**config.mk**
```make
export PLATFORM = sky130hd
export DESIGN_NAME = ata_ident_scanner
export DESIGN_NICKNAME = d
export VERILOG_FILES = /design/src/rtl/ata_scan_pkg.sv /design/src/rtl/ata_scan_control.sv /design/src/rtl/ata_scan_datapath.sv /design/src/rtl/ata_ident_scanner.sv
export SDC_FILE = /design/constraint.sdc
export NUM_CORES = 1
export LEC_CHECK = 0
export BUFFER_PORTS_ARGS = -buffer_cell sky130_fd_sc_hd__buf_2
export CAP_MARGIN = 20
export CELL_PAD_IN_SITES_DETAIL_PLACEMENT = 1
export CELL_PAD_IN_SITES_GLOBAL_PLACEMENT = 2
export CORE_ASPECT_RATIO = 1.25
export CORE_UTILIZATION = 26
export CTS_BUF_LIST = sky130_fd_sc_hd__clkbuf_16
export CTS_CLUSTER_DIAMETER = 60
export CTS_CLUSTER_SIZE = 16
export DETAILED_ROUTE_END_ITERATION = 10
export PLACE_DENSITY = 0.77
export SETUP_SLACK_MARGIN = 0.1
export SLEW_MARGIN = 25
export SYNTH_ARGS = -nofsm -noshare
export SYNTH_HDL_FRONTEND = slang
export SYNTH_SLANG_ARGS = --single-unit
```
**constraint.sdc**
```tcl
create_clock -name clk -period 1.9 [get_ports clk]
set_clock_uncertainty 0.2 [all_clocks]
set_input_delay 0.285 -clock clk [delete_from_list [all_inputs] [get_ports clk]]
set_output_delay 0.285 -clock clk [all_outputs]
set_load 0.02 [all_outputs]
```
**src/rtl/ata_scan_pkg.sv**
```systemverilog
package ata_scan_pkg;

  localparam logic [2:0] REG_DATA    = 3'd0;
  localparam logic [2:0] REG_DEVHEAD = 3'd6;
  localparam logic [2:0] REG_CMD     = 3'd7;

  localparam logic [7:0] SEL_MASTER  = 8'hA0;
  localparam logic [7:0] SEL_SLAVE   = 8'hB0;
  localparam logic [7:0] OP_IDENTIFY = 8'hEC;

  localparam int BIT_BUSY = 7;
  localparam int BIT_DREQ = 3;
  localparam int BIT_ERR  = 0;

  // kept text fields of the identify block (word indices)
  localparam int SERIAL_LO = 10;
  localparam int SERIAL_HI = 19;
  localparam int TEXT_LO   = 23;   // firmware revision followed by model
  localparam int TEXT_HI   = 46;
  localparam int TEXT_SLOT = SERIAL_HI - SERIAL_LO + 1;
  localparam int SLOT_COUNT = TEXT_SLOT + TEXT_HI - TEXT_LO + 1;

  typedef struct packed {
    logic       busWr;
    logic       busRd;
    logic [2:0] busAddr;
    logic       selWrite;
    logic       clrPos;
    logic       incPos;
    logic       clrPoll;
    logic       incPoll;
    logic       clrWord;
    logic       incWord;
    logic       capWord;
    logic       setPresent;
    logic       clrPresent;
    logic       report;
  } scan_strobe_t;

  function automatic logic identKept(input int unsigned w);
    return (w >= SERIAL_LO && w <= SERIAL_HI) || (w >= TEXT_LO && w <= TEXT_HI);
  endfunction

  function automatic logic [5:0] identSlot(input int unsigned w);
    if (w <= SERIAL_HI) return 6'(w - SERIAL_LO);
    return 6'(w - TEXT_LO + TEXT_SLOT);
  endfunction

endpackage

```
**src/rtl/ata_scan_control.sv**
```systemverilog
module ata_scan_control
  import ata_scan_pkg::*;
(
  input  logic         clk,
  input  logic         rstN,
  input  logic         start,
  input  logic [7:0]   statusByte,
  input  logic         firstPoll,
  input  logic         pollExpired,
  input  logic         lastWord,
  input  logic         lastPos,
  output scan_strobe_t strb
);

  typedef enum logic [2:0] {
    S_IDLE, S_SELECT, S_CMD, S_POLL_RD, S_POLL_CHK, S_DATA_RD, S_DATA_CHK, S_NEXT
  } scan_state_t;

  scan_state_t state, nextState;

  always_ff @(posedge clk) begin
    if (!rstN) state <= S_IDLE;
    else       state <= nextState;
  end

  always_comb begin
    strb      = '0;
    nextState = state;
    case (state)
      S_IDLE: begin
        if (start) begin
          strb.clrPos = 1'b1;
          nextState   = S_SELECT;
        end
      end
      S_SELECT: begin
        strb.busWr      = 1'b1;
        strb.busAddr    = REG_DEVHEAD;
        strb.selWrite   = 1'b1;
        strb.clrPoll    = 1'b1;
        strb.clrWord    = 1'b1;
        strb.clrPresent = 1'b1;
        nextState       = S_CMD;
      end
      S_CMD: begin
        strb.busWr   = 1'b1;
        strb.busAddr = REG_CMD;
        nextState    = S_POLL_RD;
      end
      S_POLL_RD: begin
        strb.busRd   = 1'b1;
        strb.busAddr = REG_CMD;
        nextState    = S_POLL_CHK;
      end
      S_POLL_CHK: begin
        if (firstPoll && (statusByte == 8'h00 || statusByte == 8'hFF)) begin
          nextState = S_NEXT;
        end else if (statusByte[BIT_BUSY]) begin
          if (pollExpired) nextState = S_NEXT;
          else begin
            strb.incPoll = 1'b1;
            nextState    = S_POLL_RD;
          end
        end else if (statusByte[BIT_ERR] || !statusByte[BIT_DREQ]) begin
          nextState = S_NEXT;
        end else begin
          strb.setPresent = 1'b1;
          nextState       = S_DATA_RD;
        end
      end
      S_DATA_RD: begin
        strb.busRd   = 1'b1;
        strb.busAddr = REG_DATA;
        nextState    = S_DATA_CHK;
      end
      S_DATA_CHK: begin
        strb.capWord = 1'b1;
        strb.incWord = 1'b1;
        nextState    = lastWord ? S_NEXT : S_DATA_RD;
      end
      S_NEXT: begin
        strb.report = 1'b1;
        if (lastPos) nextState = S_IDLE;
        else begin
          strb.incPos = 1'b1;
          nextState   = S_SELECT;
        end
      end
      default: nextState = S_IDLE;
    endcase
  end

  // the command write always follows the select write
  a_r2_select_then_cmd: assert property (@(posedge clk) disable iff (!rstN)
    (state == S_SELECT) |=> (state == S_CMD));

  // finishing the last position returns to idle
  a_r1_last_to_idle: assert property (@(posedge clk) disable iff (!rstN)
    (state == S_NEXT && lastPos) |=> (state == S_IDLE));

  // a start during a scan does not restart it
  a_r10_start_ignored: assert property (@(posedge clk) disable iff (!rstN)
    (start && state != S_IDLE && state != S_NEXT) |=> (state != S_IDLE));

endmodule

```
**src/rtl/ata_scan_datapath.sv**
```systemverilog
module ata_scan_datapath
  import ata_scan_pkg::*;
#(
  parameter int POLL_LIMIT = 1024,
  parameter int ID_WORDS   = 256
)(
  input  logic               clk,
  input  logic               rstN,
  input  scan_strobe_t       strb,
  output logic [1:0][2:0]    chAddr,
  output logic [1:0]         chWr,
  output logic [1:0]         chRd,
  output logic [1:0][7:0]    chWrData,
  input  logic [1:0][15:0]   chRdData,
  output logic [7:0]         statusByte,
  output logic               firstPoll,
  output logic               pollExpired,
  output logic               lastWord,
  output logic               lastPos,
  output logic               posDone,
  output logic [1:0]         posIndex,
  output logic               posPresent,
  output logic               scanDone,
  output logic               bufWe,
  output logic [7:0]         bufAddr,
  output logic [15:0]        bufData
);

  localparam int PCW = $clog2(POLL_LIMIT + 1);
  localparam int WCW = $clog2(ID_WORDS);

  logic [1:0]     pos;
  logic [PCW-1:0] pollCnt;
  logic [WCW-1:0] wordCnt;
  logic           present;
  logic [15:0]    rdWord;
  logic [7:0]     wrByte;

  assign wrByte = strb.selWrite ? (pos[0] ? SEL_SLAVE : SEL_MASTER) : OP_IDENTIFY;
  assign rdWord = chRdData[pos[1]];

  for (genvar ch = 0; ch < 2; ch++) begin : g_chan
    logic active;
    assign active       = (pos[1] == 1'(ch));
    assign chWr[ch]     = strb.busWr && active;
    assign chRd[ch]     = strb.busRd && active;
    assign chAddr[ch]   = (active && (strb.busWr || strb.busRd)) ? strb.busAddr : 3'd0;
    assign chWrData[ch] = (active && strb.busWr) ? wrByte : 8'd0;
  end

  assign statusByte  = rdWord[7:0];
  assign firstPoll   = (pollCnt == '0);
  assign pollExpired = (pollCnt == PCW'(POLL_LIMIT - 1));
  assign lastWord    = (wordCnt == WCW'(ID_WORDS - 1));
  assign lastPos     = (pos == 2'd3);

  always_ff @(posedge clk) begin
    if (!rstN) begin
      pos        <= '0;
      pollCnt    <= '0;
      wordCnt    <= '0;
      present    <= 1'b0;
      posDone    <= 1'b0;
      posIndex   <= '0;
      posPresent <= 1'b0;
      scanDone   <= 1'b0;
      bufWe      <= 1'b0;
      bufAddr    <= '0;
      bufData    <= '0;
    end else begin
      if (strb.clrPos)       pos <= '0;
      else if (strb.incPos)  pos <= pos + 2'd1;

      if (strb.clrPoll)      pollCnt <= '0;
      else if (strb.incPoll) pollCnt <= pollCnt + 1'b1;

      if (strb.clrWord)      wordCnt <= '0;
      else if (strb.incWord) wordCnt <= wordCnt + 1'b1;

      if (strb.clrPresent)      present <= 1'b0;
      else if (strb.setPresent) present <= 1'b1;

      posDone  <= strb.report;
      scanDone <= strb.report && lastPos;
      if (strb.report) begin
        posIndex   <= pos;
        posPresent <= present;
      end

      bufWe <= strb.capWord && identKept(32'(wordCnt));
      if (strb.capWord) begin
        bufAddr <= {pos, identSlot(32'(wordCnt))};
        bufData <= {rdWord[7:0], rdWord[15:8]};
      end
    end
  end

  // busy polls never run past the limit
  a_r6_poll_bound: assert property (@(posedge clk) disable iff (!rstN)
    pollCnt < PCW'(POLL_LIMIT));

  // every buffer write lands inside the text slots
  a_r8_slot_range: assert property (@(posedge clk) disable iff (!rstN)
    bufWe |-> (bufAddr[5:0] < 6'(SLOT_COUNT)));

  // data-register reads only for a present device
  a_r9_data_needs_present: assert property (@(posedge clk) disable iff (!rstN)
    (strb.busRd && strb.busAddr == REG_DATA) |-> present);

  // at most one strobe on one channel per cycle
  a_r3_single_strobe: assert property (@(posedge clk) disable iff (!rstN)
    $countones({chWr, chRd}) <= 1);

endmodule

```
**src/rtl/ata_ident_scanner.sv**
```systemverilog
module ata_ident_scanner
  import ata_scan_pkg::*;
#(
  parameter int POLL_LIMIT = 1024,
  parameter int ID_WORDS   = 256
)(
  input  logic        clk,
  input  logic        rstN,
  input  logic        start,
  output logic [2:0]  ch0Addr,
  output logic        ch0Wr,
  output logic        ch0Rd,
  output logic [7:0]  ch0WrData,
  input  logic [15:0] ch0RdData,
  output logic [2:0]  ch1Addr,
  output logic        ch1Wr,
  output logic        ch1Rd,
  output logic [7:0]  ch1WrData,
  input  logic [15:0] ch1RdData,
  output logic        posDone,
  output logic [1:0]  posIndex,
  output logic        posPresent,
  output logic        scanDone,
  output logic        bufWe,
  output logic [7:0]  bufAddr,
  output logic [15:0] bufData
);

  scan_strobe_t     strb;
  logic [1:0][2:0]  chAddr;
  logic [1:0]       chWr, chRd;
  logic [1:0][7:0]  chWrData;
  logic [7:0]       statusByte;
  logic             firstPoll, pollExpired, lastWord, lastPos;

  ata_scan_control u_ctrl (
    .clk(clk), .rstN(rstN), .start(start),
    .statusByte(statusByte), .firstPoll(firstPoll), .pollExpired(pollExpired),
    .lastWord(lastWord), .lastPos(lastPos), .strb(strb)
  );

  ata_scan_datapath #(.POLL_LIMIT(POLL_LIMIT), .ID_WORDS(ID_WORDS)) u_dp (
    .clk(clk), .rstN(rstN), .strb(strb),
    .chAddr(chAddr), .chWr(chWr), .chRd(chRd), .chWrData(chWrData),
    .chRdData({ch1RdData, ch0RdData}),
    .statusByte(statusByte), .firstPoll(firstPoll), .pollExpired(pollExpired),
    .lastWord(lastWord), .lastPos(lastPos),
    .posDone(posDone), .posIndex(posIndex), .posPresent(posPresent),
    .scanDone(scanDone), .bufWe(bufWe), .bufAddr(bufAddr), .bufData(bufData)
  );

  assign ch0Addr   = chAddr[0];
  assign ch1Addr   = chAddr[1];
  assign ch0Wr     = chWr[0];
  assign ch1Wr     = chWr[1];
  assign ch0Rd     = chRd[0];
  assign ch1Rd     = chRd[1];
  assign ch0WrData = chWrData[0];
  assign ch1WrData = chWrData[1];

endmodule

```
==> flow_summary_export.csv, run 1 <==
group,metric,value,unit
global_routing,overflow,0,
layout,drive_gt1_share,44.3,%
min_path,worstHoldPathCells,3,
layout,nNetsFinal,541,
timing,fin_crit_sh,110,%
die,dieHeight,122,um
critical_path,r2r-end,"u_dp.pollCnt[0]",
power,vdd_drop_max,346,uV
route,wl,9770,um
layout,utilization,41.2,%
outcome,violations,"design-rule violations, negative setup slack",
critical_path,cp_num_buf_inv,2,
synthesis,synth_top_area_cell,"dfxtp_1",
job,maxCapViolCount,0,
clock_tree,hold_buffers,0,
route,vias_per_cell,4.88,
die,rows,43,
synthesis,ys_seq_area_share,37.0,%
critical_path,worstRegToRegCells,8,
synthesis,ys_top_cells_by_area,"dfxtp_1 (37%), nor2_1 (7.1%), mux2i_1 (5.7%), a211oi_1 (4.8%), ha_1 (4.2%)",
die,start_util,26.7,%
layout,num_antenna_cells,0,
synthesis,synth_edf_count,0,
critical_path,reg2reg_slack,-180,ps
critical_path,crit-reg2reg-launch,"u_dp.pos[1]",
critical_path,cp.arrival,2120,ps
synthesis,synth_cell_type_count,57,
clock_tree,htreeDepth,2,
placement,place_ws,-300,ps
critical_path,setup.worst_path.class,"reg2reg",
route,drc,6,
critical_path,crit_slowest_cell,"dfxtp_4",
global_routing,grt_util_all_layers,16.5,%
timing,setup_viol,26,
die,core_area,11100,um2
global_routing,grt_pass1_vias,3177,
die,die_area,11900,um2
clock_tree,root_buffer,"clkbuf_16",
synthesis,synth.avg_cell_area,8.21,um2
layout,synthToLayoutAreaGrowth,53.9,%
route,dr_total_vias,3086,
global_routing,grt_pass1_wl,15700,um
timing,final.setup.worst_slack,-183,ps
min_path,hp-class,"in2reg",
critical_path,path_delay_family,"compound AO/OA/AOI/OAI gates",
timing,timing.final.crit_period,2080,ps
placement,place_congestion,0.879,
synthesis,synth-seq-cells,55,
min_path,whs_endpoint,"u_dp.bufData[3]",
timing,rsz0062_at_grt,"yes",
power,p_leak,1.90,nW
placement,hpwlAfterDp,7160,um
timing,maxSlewHeadroom,62.5,%
critical_path,max_stage_delay,370,ps
synthesis,syn_area,2980,um2
placement,dpl-instance-area,3910,um2
clock_tree,clkSinkCount,55,
route,drtAntennaViolNets,0,
critical_path,critical_path.cell_chain,"buf_4 -> buf_4 -> nor3_1 -> a21oi_1 -> nor4_4 -> o2111ai_4 -> a211oi_1 -> a31o_1",
outcome,status,"complete, but fails checks",
timing,fmaxAchievable,480,MHz
clock_tree,clkSlewWorstSetupHoldPaths,80,ps
placement,io_buffers,86,
critical_path,cp-end-kind,"flip-flop",
placement,dp_cells,602,
timing,finalHoldViolations,0,
min_path,hold_start,"ch0RdData[11]",
critical_path,cp_data_required_time,1940,ps
power,powerDensity,568,nW/um2
synthesis,yosysWarnings,0,
clock_tree,cts_tree,"yes",
route,drtIter0Drc,61,
critical_path,crit_fanout,7,
global_routing,antenna_found_initial,0,
clock_tree,clockBufferDepth,2,
clock_tree,clk_latency,300,ps
critical_path,crit_top_cell,"buf_4",
route,routedWlPerCell,15.5,um
layout,layout.cells.non_filler,632,
timing,slew_violations,0,
layout,fin_area,4580,um2
synthesis,synth.top_cell.area_share,37.0,%
die,ios,91,
synthesis,synth_flop_cell,"dfxtp_1",
synthesis,netlist_instances,363,
clock_tree,cts_buffers,5,
global_routing,grt_max_degree,29,
critical_path,crit_path_start_kind,"flip-flop",
die,die_w,97.7,um
synthesis,async_reset_ff_share,0,%
timing,tightest_slew,557,ps
route,first_pass_iters,7,
==> worst reg2reg max path: stages, from the launching register on <==
cell and delay [ps]:
dfxtp_4 370, buf_4 160, buf_4 140, nor3_1 210
a21oi_1 100, nor4_4 210, o2111ai_4 200, a211oi_1 300
a31o_1 140
==> state kept, by name (all words and copies together), names as in the netlist <==
| signal | count |
|---|---|
| u_dp.pollCnt | 11 |
| u_dp.scanDone | 1 |
| u_dp.posDone | 1 |
| u_dp.posPresent | 1 |
| u_dp.posIndex | 2 |
| u_dp.bufData | 16 |
| u_dp.bufWe | 1 |
| u_dp.present | 1 |
| u_ctrl.state | 3 |
| u_dp.pos | 2 |
| u_dp.wordCnt | 8 |
| u_dp.bufAddr | 8 |
==> worst max path at each step <==
stage	endpoint	slack (ps)	start	depth (start not counted)
finish	u_dp.pollCnt[0]	-180	u_dp.pos[1]	8
global route	u_dp.pollCnt[0]	-280	u_dp.pos[1]	7
CTS	u_dp.pollCnt[1]	-160	u_dp.pos[1]	7
detailed placement	u_dp.pollCnt[1]	-300	u_dp.pos[1]	6
global placement	u_dp.pollCnt[1]	-240	u_dp.pos[1]	6
floorplan	u_dp.pollCnt[10]	4	u_dp.pos[1]	7
==> synthesized netlist by cell type, types with 11 or more instances <==
| cell type | number |
|---|---|
| a211oi_1 | 19 |
| a21oi_1 | 18 |
| buf_4 | 14 |
| clkbuf_1 | 13 |
| dfxtp_1 | 55 |
| inv_1 | 11 |
| mux2i_1 | 17 |
| nand2_1 | 31 |
| nand3_1 | 14 |
| nor2_1 | 56 |
| nor3_1 | 15 |
| o21ai_0 | 11 |
==> power by group <==
group | leakage (nW) | switching (mW) | internal (mW)
Sequential | 0.447 | 0.0111 | 1.16
Combinational | 1.37 | 0.230 | 0.217
Clock | 0.0772 | 0.482 | 0.509
Total | 1.90 | 0.723 | 1.88
==> layer usage <==
| layer | up-vias | part of all wire (%) | global-route usage (%) | routed length [um] |
|---|---|---|---|---|
| li1 | 1528 | - | - | - |
| met1 | 1495 | 43 | 19.4 | 4150 |
| met2 | 54 | 54 | 31.3 | 5250 |
| met3 | 9 | 2.9 | 2.47 | 287 |
| met4 | 0 | 0.82 | 4.07 | 80 |
| met5 | - | 0 | 0 | 0 |
==> area by class of cell <==
type                            instances  area, um2
Clock buffer                            5        125
Clock inverter                          3       33.8
Fill cell                            1314       6550
Inverter                               12       45.0
Multi-Input combinational cell        264       1930
Sequential cell                        55       1120
Tap cell                              135        169
Timing Repair Buffer                  158       1160
==> logic make-up after synthesis <==
kind of cell	share of synthesized area (%)
buf+inv	8.36
compound gates	16.2
fa+ha+maj	4.20
xor+xnor	3.53
simple gates	24.0
flops	37.0
other cells	0.126
mux	6.59
==> through the flow <==
step                setup TNS [ps]  hold WS [ps]  total power [mW]
floorplan                        0           240              1.41
global placement             -1120           242              1.54
detailed placement           -1610           251              1.54
CTS                          -1140           113              2.63
global route                 -3580           121              2.72
finish                       -1630           116              2.61
==> layout by cell type, fill, tap and decap left out, types with 5 or more instances in the layout <==
cell and count:
inv_1 10, nand3_1 14, nor2_1 49, mux2i_1 15, xnor2_1 8, nand4_1 5, buf_4 64, o21ai_0 9
a211oi_1 18, nor2_4 8, buf_6 27, nand2_1 27, nor3_1 11, a21oi_1 15, ha_1 9, buf_2 64
clkbuf_16 5, dfxtp_1 49
==> timing repair <==
| action | in CTS | in global routing |
|---|---|---|
| setup buffers | 12 | 10 |
| hold endpoints to repair | 0 | 0 |
| endpoints found under the setup margin | 39 | 39 |
| pin swaps | 13 | 13 |
| resized for setup | 80 | 13 |
| gates cloned | 0 | 0 |
No activity file was read; power rests on OpenSTA's default activity.
==> inputs of run 2 (changes only) <==
--- a/config.mk
+++ b/config.mk
@@ -5,7 +5,7 @@
 export SDC_FILE = /design/constraint.sdc
 export NUM_CORES = 1
 export LEC_CHECK = 0
-export BUFFER_PORTS_ARGS = -buffer_cell sky130_fd_sc_hd__buf_2
+export BUFFER_PORTS_ARGS = -buffer_cell sky130_fd_sc_hd__clkbuf_2
 export CAP_MARGIN = 20
 export CELL_PAD_IN_SITES_DETAIL_PLACEMENT = 1
 export CELL_PAD_IN_SITES_GLOBAL_PLACEMENT = 2
==> flow_summary_export.csv, run 2 (synthesis gave the netlist of run 1 again) <==
group,metric,value,unit
global_routing,grt_use_met3,2.75,%
layout,top_register,"u_dp.bufData",
min_path,hp-class,"in2reg",
outcome,status,"complete, but fails checks",
critical_path,reg2reg_slack,-190,ps
power,powerDensity,550,nW/um2
placement,dp_cells,601,
route,vias_per_cell,4.91,
layout,synthToLayoutAreaGrowth,60.1,%
layout,fin_area,4770,um2
layout,drive_gt1_share,48.7,%
power,vdd_drop_max,429,uV
min_path,worstHoldPathCells,3,
route,routedWlPerCell,16.1,um
global_routing,grt_max_degree,42,
placement,hpwlAfterDp,7080,um
critical_path,worstRegToRegCells,7,
timing,fmaxAchievable,479,MHz
placement,place_congestion,0.846,
global_routing,overflow,0,
timing,timing.final.crit_period,2090,ps
route,first_pass_iters,7,
clock_tree,htreeDepth,2,
job,maxCapViolCount,0,
timing,final.setup.worst_slack,-188,ps
placement,io_buffers,86,
layout,top_regs,"u_dp.bufData x16, u_dp.pollCnt x11",
clock_tree,clockBufferDepth,2,
outcome,violations,"design-rule violations, negative setup slack",
critical_path,crit_path_start_kind,"flip-flop",
min_path,hold_start,"ch0RdData[11]",
timing,hold_slack,95.0,ps
clock_tree,hold_buffers,0,
clock_tree,root_buffer,"clkbuf_16",
layout,most-common-layout-cells,"buf_4 (69), clkbuf_2 (64), nor2_1 (48)",
min_path,whs_endpoint,"u_dp.bufData[3]",
die,die_w,97.7,um
global_routing,antenna_found_initial,0,
critical_path,crit_slowest_cell,"dfxtp_4",
clock_tree,clkSinkCount,55,
global_routing,grt_util_all_layers,17.1,%
critical_path,cp.arrival,2130,ps
timing,fin_crit_sh,110,%
timing,slew_violations,0,
global_routing,use_met1,18.4,%
critical_path,cp_data_required_time,1950,ps
timing,tightest_slew,522,ps
die,start_util,26.7,%
layout,num_antenna_cells,0,
global_routing,grt_pass1_wl,16200,um
timing,setup_viol,17,
layout,largest_register_ff_count,16,
global_routing,met2_usage,33.0,%
route,wl,10300,um
timing,maxSlewHeadroom,64.9,%
critical_path,critical_path.cell_chain,"buf_6 -> nor3_2 -> a21oi_2 -> nor4_4 -> o2111ai_4 -> a211o_1 -> o21ai_2",
die,dieHeight,122,um
route,drc,7,
layout,nNetsFinal,549,
global_routing,grt_pass1_vias,3307,
clock_tree,cts_tree,"yes",
timing,finalHoldViolations,0,
clock_tree,clk_latency,310,ps
route,dr_total_vias,3145,
placement,dpl-instance-area,3910,um2
layout,layout.cells.non_filler,640,
critical_path,r2r-end,"u_dp.pollCnt[1]",
critical_path,cp-end-kind,"flip-flop",
timing,rsz0062_at_grt,"yes",
critical_path,cp_num_buf_inv,1,
critical_path,crit_fanout,6,
critical_path,path_delay_family,"compound AO/OA/AOI/OAI gates",
clock_tree,cts_buffers,5,
critical_path,max_stage_delay,380,ps
critical_path,setup.worst_path.class,"reg2reg",
route,drtAntennaViolNets,0,
layout,final_common_cell,"buf_4",
power,p_leak,1.96,nW
global_routing,grt.busiest_layer,"met2",
route,drtIter0Drc,70,
die,die_area,11900,um2
clock_tree,clkSlewWorstSetupHoldPaths,90,ps
die,ios,91,
die,core_area,11100,um2
critical_path,crit-reg2reg-launch,"u_dp.pos[1]",
die,rows,43,
-- run 2: changes by cell type in the layout (fill, tap and decap cells not counted), sizes merged --
cell and change:
clkbuf +81, buf -73
-- run 2: repair_timing --
| action | CTS | global route |
|---|---|---|
| setup endpoints to repair | 37 | 39 |
| pin swaps | 12 | 14 |
| gates resized for setup | 78 | 43 |
| buffers inserted | 21 | 10 |
-- run 2: worst max-delay path by stage --
stage / startpoint / end / slack (ps) / cells after the start
6_report: u_dp.pos[1] / u_dp.pollCnt[1] / -190 / 7
5_1_grt: u_dp.pos[1] / u_ctrl.state[2] / -270 / 8
4_1_cts: u_dp.pos[1] / u_dp.pollCnt[1] / -150 / 7
3_5_place_dp: u_dp.pos[1] / u_dp.pollCnt[1] / -320 / 6
3_3_place_gp: u_dp.pos[1] / u_dp.pollCnt[1] / -230 / 6
2_1_floorplan: u_dp.pos[1] / u_dp.pollCnt[10] / 4 / 7
-- run 2: layout make-up --
class | count | area (um2)
clock buffer | 5 | 125
clock inverter | 3 | 33.8
fill | 1319 | 6370
inverter | 12 | 45.0
multi-input combinational | 264 | 2000
sequential | 55 | 1120
tap | 135 | 169
timing repair buffer | 166 | 1280
-- run 2: worst register-to-register path, stage by stage (launching register included) --
cell and delay [ps]:
dfxtp_4 380, buf_6 140, nor3_2 260, a21oi_2 90, nor4_4 340, o2111ai_4 230
a211o_1 340, o21ai_2 60
-- run 2: per-layer routing --
layer | wire length [um] | up-vias
met3 | 273 | 21
met5 | 0 | -
met4 | 312 | 0
met1 | 4120 | 1526
li1 | - | 1539
met2 | 5590 | 59
-- run 2: metrics by stage --
step	utilization [%]	setup TNS [ps]	power (mW)	setup slack, ps
floorplan	-	0	1.41	4.36
global placement	35.1	-1040	1.54	-230
detailed placement	35.1	-1630	1.54	-319
CTS	40.8	-1090	2.63	-146
global route	42.8	-2660	2.73	-266
finish	42.8	-1520	2.62	-188
-- run 2: power breakdown --
group	total, mW	switching (mW)	leakage, nW	internal, mW
sequential	1.17	0.0118	0.449	1.15
combinational	0.453	0.233	1.43	0.220
clock	1.00	0.493	0.0772	0.509
